===== config.mk =====
export PLATFORM = sky130hd
export DESIGN_NAME = pulse_window_gen
export DESIGN_NICKNAME = d
export VERILOG_FILES = /design/src/rtl/pwg_pkg.sv /design/src/rtl/pwg_dff.sv /design/src/rtl/pwg_trig_sync.sv /design/src/rtl/pwg_win_cnt.sv /design/src/rtl/pwg_ctrl.sv /design/src/rtl/pulse_window_gen.sv
export SDC_FILE = /design/constraint.sdc
export NUM_CORES = 1
export LEC_CHECK = 0
export BUFFER_PORTS_ARGS = -buffer_cell sky130_fd_sc_hd__buf_4
export CELL_PAD_IN_SITES_DETAIL_PLACEMENT = 0
export CELL_PAD_IN_SITES_GLOBAL_PLACEMENT = 1
export CORE_MARGIN = 4
export CORE_UTILIZATION = 44
export CTS_CLUSTER_SIZE = 28
export DETAILED_ROUTE_END_ITERATION = 12
export PLACE_DENSITY = 0.76
export SLEW_MARGIN = 20
export SYNTH_ARGS = -nofsm -noshare
export SYNTH_HDL_FRONTEND = slang
export SYNTH_SLANG_ARGS = --single-unit

===== constraint.sdc =====
create_clock -name clk_i -period 1.7 [get_ports clk_i]
set_input_delay 0.34 -clock clk_i [delete_from_list [all_inputs] [get_ports clk_i]]
set_output_delay 0.34 -clock clk_i [all_outputs]
set_load 0.03 [all_outputs]

===== src/rtl/pwg_pkg.sv =====
package pwg_pkg;
  typedef enum logic {
    END_CARRY = 1'b0,
    END_MSB   = 1'b1
  } end_sel_e;
endpackage


===== src/rtl/pwg_dff.sv =====
module pwg_dff #(
  parameter int unsigned    W       = 1,
  parameter bit             HAS_RST = 1'b1,
  parameter logic [W-1:0]   RST_VAL = '0
) (
  input  logic         clk_i,
  input  logic         rst_ni,
  input  logic [W-1:0] d_i,
  output logic [W-1:0] q_o
);
  generate
    if (HAS_RST) begin : g_rst
      always_ff @(posedge clk_i or negedge rst_ni) begin
        if (!rst_ni) q_o <= RST_VAL;
        else         q_o <= d_i;
      end
    end else begin : g_nrst
      always_ff @(posedge clk_i) q_o <= d_i;
    end
  endgenerate
endmodule


===== src/rtl/pwg_trig_sync.sv =====
module pwg_trig_sync #(
  parameter bit HAS_RST = 1'b1
) (
  input  logic clk_i,
  input  logic rst_ni,
  input  logic trig_i,
  output logic evt_o
);
  localparam int unsigned SH_W = 3;

  logic [SH_W-1:0] sh_q, sh_d;

  // [0],[1] synchronize; [2] holds previous synced level for edge detect
  assign sh_d = {sh_q[SH_W-2:0], trig_i};

  pwg_dff #(.W(SH_W), .HAS_RST(HAS_RST)) u_sh (
    .clk_i (clk_i),
    .rst_ni(rst_ni),
    .d_i   (sh_d),
    .q_o   (sh_q)
  );

  assign evt_o = sh_q[1] & ~sh_q[2];
endmodule


===== src/rtl/pwg_win_cnt.sv =====
module pwg_win_cnt
  import pwg_pkg::*;
#(
  parameter int unsigned CNT_W   = 4,
  parameter end_sel_e    END_SEL = END_CARRY,
  parameter bit          HAS_RST = 1'b1
) (
  input  logic clk_i,
  input  logic rst_ni,
  input  logic en_i,
  input  logic run_i,
  output logic term_o
);
  logic [CNT_W-1:0] cnt_q, cnt_d, cnt_inc;

  assign cnt_inc = cnt_q + CNT_W'(1);
  assign cnt_d   = run_i ? cnt_inc : '0;

  pwg_dff #(.W(CNT_W), .HAS_RST(HAS_RST)) u_cnt (
    .clk_i (clk_i),
    .rst_ni(rst_ni),
    .d_i   (cnt_d),
    .q_o   (cnt_q)
  );

  generate
    if (END_SEL == END_CARRY) begin : g_carry
      assign term_o = en_i & (&cnt_q);
    end else begin : g_msb
      // last cycle is the one whose increment would set the top bit
      assign term_o = en_i & cnt_inc[CNT_W-1] & ~cnt_q[CNT_W-1];
    end
  endgenerate
endmodule


===== src/rtl/pwg_ctrl.sv =====
module pwg_ctrl #(
  parameter bit HAS_RST = 1'b1
) (
  input  logic clk_i,
  input  logic rst_ni,
  input  logic evt_i,
  input  logic term_i,
  output logic run_o,
  output logic en_o,
  output logic done_o
);
  logic [1:0] st_q, st_d;
  logic       en_q, en_d, done_d;

  assign en_q = st_q[0];

  always_comb begin
    en_d   = en_q;
    done_d = 1'b0;
    if (evt_i) en_d = ~en_q;
    if (term_i) begin
      en_d   = 1'b0;
      done_d = ~evt_i;  // cancel wins over expiry
    end
  end

  assign st_d  = {done_d, en_d};
  assign run_o = en_q & en_d;

  pwg_dff #(.W(2), .HAS_RST(HAS_RST)) u_st (
    .clk_i (clk_i),
    .rst_ni(rst_ni),
    .d_i   (st_d),
    .q_o   (st_q)
  );

  assign en_o   = st_q[0];
  assign done_o = st_q[1];
endmodule


===== src/rtl/pulse_window_gen.sv =====
module pulse_window_gen
  import pwg_pkg::*;
#(
  parameter int unsigned CNT_W   = 12,
  parameter end_sel_e    END_SEL = END_CARRY,
  parameter bit          HAS_RST = 1'b1
) (
  input  logic clk_i,
  input  logic rst_ni,
  input  logic trig_i,
  output logic en_o,
  output logic done_o
);
  logic trig_evt, term_hit, run;

  pwg_trig_sync #(.HAS_RST(HAS_RST)) u_sync (
    .clk_i (clk_i),
    .rst_ni(rst_ni),
    .trig_i(trig_i),
    .evt_o (trig_evt)
  );

  pwg_win_cnt #(.CNT_W(CNT_W), .END_SEL(END_SEL), .HAS_RST(HAS_RST)) u_cnt (
    .clk_i (clk_i),
    .rst_ni(rst_ni),
    .en_i  (en_o),
    .run_i (run),
    .term_o(term_hit)
  );

  pwg_ctrl #(.HAS_RST(HAS_RST)) u_ctrl (
    .clk_i (clk_i),
    .rst_ni(rst_ni),
    .evt_i (trig_evt),
    .term_i(term_hit),
    .run_o (run),
    .en_o  (en_o),
    .done_o(done_o)
  );
endmodule


* Yosys cells after proc, flatten, opt, wreduce, memory -nomap -nowiden *
Index checks and enable logic that the tools add are counted.

word-level totals
  memory bits (read-only) = 0
  memories kept = 0
  register bits = 17
  memory bits (writable) = 0
  word-level logic and storage cells = 15
  latch bits = 0
  output and inout bits = 2

operators by class
  multiplexer cells = 4
  $add $sub $neg = 1
  bitwise gates (word level) = 6
  reduce and logical (&&, ||, !) cells = 1
  $lt $le $gt $ge = 0
  divide/modulo/power cells = 0
  $mul = 0
  shift operators = 0
  equal/unequal tests = 0

operators with widths
  operator                 count
  $add A12 B1 Y12 const B  1
  $mux W12                 1
  $reduce_and A12 Y1       1
  $and A1 B1 Y1            3
  $mux W1                  3
  $not A1 Y1               3

* Depth between registers and ports, before layout *
Gate-level depths: netlist (run 1).

  word-level depth = 6
  mapped depth = 7
  gate-level depth less buffers = 5

* By module *
From an unflattened synthesis (run 1), not the netlist that was laid out.

second synthesis, totals
  cells, all modules = 67
  area total of the unflattened synthesis = 752.0 um2

by module, submodules not included
  module                 instances  seq. area each (um2)  cells an instance  area an instance (um2)
  pwg_dff (u_cnt.u_cnt)  1          300.3                 12                 300.3
  pwg_win_cnt            1          0.0                   45                 284.0
  pwg_dff (u_sync.u_sh)  1          75.1                  3                  75.1
  pwg_dff (u_ctrl.u_st)  1          50.0                  2                  50.0
  pwg_ctrl               1          0.0                   4                  28.8
  pwg_trig_sync          1          0.0                   1                  13.8

* Worst setup path before layout (run 1) *
No wires, ideal clock.

  path type = register to register
  start point = register u_cnt.u_cnt.q_o[0]
  end point = register u_cnt.u_cnt.q_o[2]
  setup slack = 0.336 ns
  path buffers = 2
  clock period less this slack = 1.364 ns
  arrival time = 1.293 ns
  cell stages (with the launch flop) = 8
  path through = dfrtp_1 ha_1 and3_1 buf_2 nand4_2 nand3_2 buf_6 nor2_1

on the way
  cells in the longest elaborated chain, start to end = 5
  elaborated cells on any way between the ends = 6
  those cells by class = add/sub: 1; mux: 2; bitwise: 2; reduce/logical: 1

RTL lines
  item                                                                     RTL line           RTL
  start, declared                                                          pwg_dff.sv:9       output logic [W-1:0] q_o
  start signal, assigned                                                   pwg_dff.sv:15      else q_o <= d_i;
  parallel branches: the longest is 4 deep, another holds $add A12 B1 Y12  -
  $mux W12 *                                                               pwg_win_cnt.sv:17  assign cnt_d = run_i ? cnt_inc : '0;
  via u_cnt.cnt_d[2]                                                       pwg_win_cnt.sv:14  logic [CNT_W-1:0] cnt_q, cnt_d, cnt_inc;

Mark *: on every way through the listed nets, which the timed path passes.

* Worst setup path after layout (run 1) *
  start point = register u_cnt.u_cnt.q_o[0]
  end point = register u_ctrl.u_st.q_o[0]

on the way
  cells in the longest elaborated chain, start to end = 3

RTL lines
  item                  RTL line           RTL
  $reduce_and A12 Y1    pwg_win_cnt.sv:28  assign term_o = en_i & (&cnt_q);
  $and A1 B1 Y1         pwg_win_cnt.sv:28
  $mux W1               pwg_ctrl.sv:21     if (term_i) begin
  via u_ctrl.en_d       pwg_ctrl.sv:13     logic en_q, en_d, done_d;
  end signal, assigned  pwg_dff.sv:15
  end, declared         pwg_dff.sv:9

The timed path passes the listed nets, and every way through them passes these cells.

==> impl_metrics.ini, run 1 <==
[critical_path]
cp_cell_sequence = ha_1 -> and3_1 -> nand4_2 -> nand3_2 -> o21ai_0
crit_type = reg2reg
cpMaxStageDelayCell = dfrtp_1
worstSetupStartpointType = flop
cp-end-kind = flop
path_buf_inv = 0
cp_max_fo = 11
cp.required_ns = 1.86
cpLargestDelayFamily = simple AND/OR/NAND/NOR gates
critical_path.max_stage_delay_ns = 0.40
cp.arrival_ns = 1.66

[logic_synthesis]
yosysWarnings = 0
yosys.cell_types.count = 20
ys_async_sr_fraction_pct = 100
syn_inst = 63
ys.flop_type = dfrtp_1
yosys-top-cells-count = dfrtp_1 (17), nor2_1 (12), xor2_1 (7)
netlist_area_um2 = 714
yosysTopAreaCell = dfrtp_1
synth.net_count = 67
synth.most_common_cell = dfrtp_1
synth_area_leaders = dfrtp_1 (60%), xor2_1 (8.6%), nor2_1 (6.3%)
synth_seq_area_share_pct = 59.5
ys_ff_latch = 17
yosysTopAreaCellShare_pct = 59.5
synth_edf_count = 0
avgSynthCellArea_um2 = 11.3

[place]
place_congestion = 0.750
portBuffers = 4

[route]
drc_errors = 0
route.vias.total = 431
vias_per_cell = 5.07
final_antenna_net_count = 0
wl_mm = 1.15
wl_per_cell_um = 13.5
drtIter0Drc = 6
drt-pass1-iter-count = 2

[power_and_ir_drop]
p_comb_share_pct = 9.0
finalPower_uw = 714
power_density_nw_per_um2 = 914
peakVddDrop_mv = 0.514
p_sw_uw = 184
pwr-share-seq_pct = 61.1
p_clk_share_pct = 29.9
swShare_pct = 25.8
power.internal_uw = 530
p_leak_nw = 0.368

[cts]
cts_setup_buffers = 0
cts.sink_count = 17
clk_pin_slew_ns = 0.09
cts_root_buf = clkbuf_4
clk_path_buf_depth = 2
cts_resized = 0
htree_levels = 1
clk_latency_ns = 0.29
cts_buffers = 3
cts_tree = done

[die]
ios = 5
die_area_um2 = 2330
fp-row-count = 14
die_w_um = 48.3
dieHeight_um = 48.3
start_util_pct = 46.9
core_area_um2 = 1520

[layout]
area_growth_pct = 9.28
antenna_cells = 0
drive_gt1_share_pct = 14.5
nets = 74

[worst_hold_path]
hold_class = in2reg

[timing]
clock.fmax_ghz = 0.667
period_minus_slack_ns = 1.50
max-slew-margin-rel_pct = 83.5
final_max_slew_viol_count = 0
tns_ns = 0
final-setup-viol-count = 0
finalCritPeriodShare_pct = 88.2
skew_ns = 0.00734
tightest_slew_ns = 0.248
rsz0062_at_grt = no
hold_viol_final = 0

[grt]
grt-ovfl-total = 0
antenna_found_initial = 0
grt_max_degree = 18
grt_pass1_vias = 444
grt.total_usage_pct = 12.2
grt_pass1_wl_mm = 1.85

[run_status]
outcome = finished, final reports clean

[job]
max_cap_viol_count = 0
==> metrics by stage <==
step           util (%)  worst slack [ns]  area, um2  std cells  hold slack (ns)
6_report           51.2             0.201        781         85            0.154
5_1_grt            51.2            0.0860        781         85            0.125
4_1_cts            51.2             0.184        781         85            0.139
3_5_place_dp       48.8             0.221        743         80            0.213
3_3_place_gp       48.8             0.288        743         80            0.212
2_1_floorplan         -             0.336        714         63           0.0444
==> worst paths after layout <==
| path | slack, ns | start | end | cells after the start |
|---|---|---|---|---|
| setup / recovery | 0.20 | u_cnt.u_cnt.q_o[0] | u_ctrl.u_st.q_o[0] | 5 |
| hold / removal | 0.15 | trig_i | u_sync.u_sh.q_o[0] | 1 |
| setup reg to reg | 0.20 | u_cnt.u_cnt.q_o[0] | u_ctrl.u_st.q_o[0] | 5 |
| hold reg to reg | 0.36 | u_sync.u_sh.q_o[0] | u_sync.u_sh.q_o[1] | 0 |
| max in group asynchronous | 1.08 | rst_ni | u_sync.u_sh.q_o[0] | 2 |
| min in group asynchronous | 0.43 | rst_ni | u_cnt.u_cnt.q_o[9] | 2 |
==> cells by family after synthesis <==
family	Yosys count	synth area share, %
adders and majority gates	1	1.75
buffers and inverters	4	3.50
AOI/OAI and AO/OA	3	2.45
DFF	17	59.5
xor gates and xnor gates	9	11.0
and+or+nand+nor	29	21.7
==> area by class of cell <==
type,count,area [um2]
clock buffers,3,22.5
repair buffers,5,40.0
clock inverters,1,5.00
inverters,1,3.75
multi-input cells,42,264
fillers,134,743
well taps,16,20.0
flip-flops and latches,17,425
==> worst register-to-register path, cell delays in order (launching register included) <==
cell and delay [ns]:
dfrtp_1 0.40, ha_1 0.20, and3_1 0.30, nand4_2 0.15, nand3_2 0.20, o21ai_0 0.12
==> power by group through the flow <==
stage | Sequential [mW] | Clock [mW] | Combinational, mW
detailed placement | 0.444 | 0 | 0.0647
floorplan | 0.450 | 0 | 0.0367
finish | 0.436 | 0.213 | 0.0645
global route | 0.438 | 0.242 | 0.0754
global placement | 0.442 | 0 | 0.0638
CTS | 0.436 | 0.222 | 0.0670
==> placed cells by master (no fill, tap or decap), drive strengths merged <==
cell / count
dfrtp: 17
nor2: 12
xor2: 7
nand2: 4
buf: 4
nand3: 4
clkbuf: 3
nand4: 3
and3: 2
and4: 2
xnor2: 2
nand2b: 1
o21ai: 1
inv: 1
o211ai: 1
nand4b: 1
a21oi: 1
ha: 1
clkinv: 1
dlygate4sd3: 1
==> flip-flops by register name, summed over array words and instances (netlist names) <==
| name | cells |
|---|---|
| u_cnt.u_cnt.q_o | 12 |
| u_ctrl.u_st.q_o | 2 |
| u_sync.u_sh.q_o | 3 |
==> timing repair <==
action,CTS,global route
hold buffers,1,0
setup endpoints to repair,0,0
endpoints found under the hold margin,17,0
==> metal layers <==
layer | GRT usage, % | part of all wire (%)
met1 | 15.5 | 51
met5 | 0 | 0
met3 | 3.32 | 3.8
met2 | 16.9 | 43
met4 | 10.2 | 2.6
(Power assumes the default switching activity.)
==> run 2, diff against run 1 <==
HOLD_SLACK_MARGIN = 0.15   (was unset)
clock period = 1.4 ns   (was 1.7 ns; I/O delays follow)
==> impl_metrics.ini, run 2 (same netlist as run 1, synthesis figures left out) <==
[route]
drtIter0Drc = 5
drc_errors = 0
drt-pass1-iter-count = 3
wl_per_cell_um = 13.8
route.vias.total = 482
final_antenna_net_count = 0
vias_per_cell = 5.30
wl_mm = 1.25

[layout]
utilization_pct = 56.2
mostFrequentLayoutCells = dfrtp_1 (17), nor2_1 (12), buf_4 (8)
largest_reg_flops = 12
multi_input_area_um2 = 299
nets = 80
drive_gt1_share_pct = 24.0
register_area_um2 = 425
final_cell_area_um2 = 856
layout_commonest_cell = dfrtp_1
fill_cells = 132
antenna_cells = 0
area_growth_pct = 19.8
top_regs = u_cnt.u_cnt.q_o: 12 flops, u_sync.u_sh.q_o: 3 flops, u_ctrl.u_st.q_o: 2 flops
instances_no_fill = 91
regMostFlops = u_cnt.u_cnt.q_o

[critical_path]
cpMaxStageDelayCell = dfrtp_1
worstSetupStartpointType = flop
crit_type = reg2reg
cp_cell_sequence = ha_2 -> and3_4 -> nand4_4 -> nand3_4 -> o21ai_1
cp-end-kind = flop
cp_max_fo = 6
critical_path.max_stage_delay_ns = 0.41
cp.required_ns = 1.58
cp.arrival_ns = 1.48

[timing]
final-setup-viol-count = 0
skew_ns = 0.00209
whs_ns = 0.362
max-slew-margin-rel_pct = 83.8
finalCritPeriodShare_pct = 93.4
rsz0062_at_grt = no
hold_viol_final = 0
postLayoutSetupSlackWorst_ns = 0.0927
tns_ns = 0
final_max_slew_viol_count = 0
period_minus_slack_ns = 1.31
tightest_slew_ns = 0.243
clock.fmax_ghz = 0.765

[place]
portBuffers = 4
dpl_worst_slack_ns = -0.0888
dp.cells = 82
place_congestion = 0.726
post_dp_cell_area_um2 = 758
dp_hpwl_um = 747

[worst_hold_path]
hold_class = reg2reg

[grt]
grt-ovfl-total = 0
grt_max_degree = 18
grt_pass1_vias = 434
antenna_found_initial = 0
grt_pass1_wl_mm = 1.99
grt.total_usage_pct = 13.1

[die]
dieHeight_um = 48.3
die_area_um2 = 2330
ios = 5
start_util_pct = 46.9
die_w_um = 48.3
fp-row-count = 14
core_area_um2 = 1520

[cts]
cts_buffers = 3
cts_tree = done
htree_levels = 1
clk_latency_ns = 0.29
clk_pin_slew_ns = 0.09
clk_path_buf_depth = 2
cts.sink_count = 17
cts_root_buf = clkbuf_4

[run_status]
outcome = finished, final reports clean

[power_and_ir_drop]
power_density_nw_per_um2 = 1030
peakVddDrop_mv = 0.649
finalPower_uw = 884
p_leak_nw = 0.402

[job]
max_cap_viol_count = 0
## run 2: cell count changes in the layout (fill, tap and decap cells not counted), sizes merged
cell and delta:
dlygate4sd3 +1, nand3 +1, buf +4
## run 2: path summary, 6_finish.rpt
check	startpoint	endpoint	slack [ns]	depth (start not counted)
setup / recovery	u_cnt.u_cnt.q_o[0]	u_ctrl.u_st.q_o[0]	0.09	5
hold / removal	u_sync.u_sh.q_o[0]	u_sync.u_sh.q_o[1]	0.36	0
setup reg to reg	u_cnt.u_cnt.q_o[0]	u_ctrl.u_st.q_o[0]	0.09	5
hold reg to reg	u_sync.u_sh.q_o[0]	u_sync.u_sh.q_o[1]	0.36	0
max in group asynchronous	rst_ni	u_sync.u_sh.q_o[1]	0.84	2
min in group asynchronous	rst_ni	u_cnt.u_cnt.q_o[9]	0.38	2
## run 2: routing by layer
metal,track usage [%],part of all wire [%],up-vias,routed length [um]
li1,-,-,239,-
met1,16.0,45,233,568
met2,19.0,49,8,610
met3,6.64,4.9,2,62
met4,6.45,0.96,0,12
met5,0,0,-,0
## run 2: report_power, final
part | internal [mW] | switching (mW) | total, mW
Combinational | 0.0352 | 0.0574 | 0.0925
Clock | 0.106 | 0.150 | 0.257
Sequential | 0.511 | 0.0236 | 0.535
Total | 0.653 | 0.231 | 0.884
## run 2: layout make-up
| class | count | area share [%] |
|---|---|---|
| well taps | 16 | 2.34 |
| multi-input cells | 43 | 34.9 |
| clock inverters | 1 | 0.585 |
| repair buffers | 10 | 9.36 |
| flip-flops and latches | 17 | 49.7 |
| inverters | 1 | 0.439 |
| clock buffers | 3 | 2.63 |
## run 2: worst max-delay path: cells and delay by family (launching register included)
kind	cells	cell delay [ns]
compound gates	1	0.08
fa+ha+maj	1	0.21
flops	1	0.41
simple gates	3	0.50
## run 2: what timing repair did
item | in CTS | in global routing
cloned | 0 | 1
resized for setup | 3 | 4
setup endpoints to repair | 11 | 12
endpoints found under the hold margin | 18 | 0
hold buffers | 2 | 0
buffers inserted | 0 | 2
pin swaps | 0 | 2
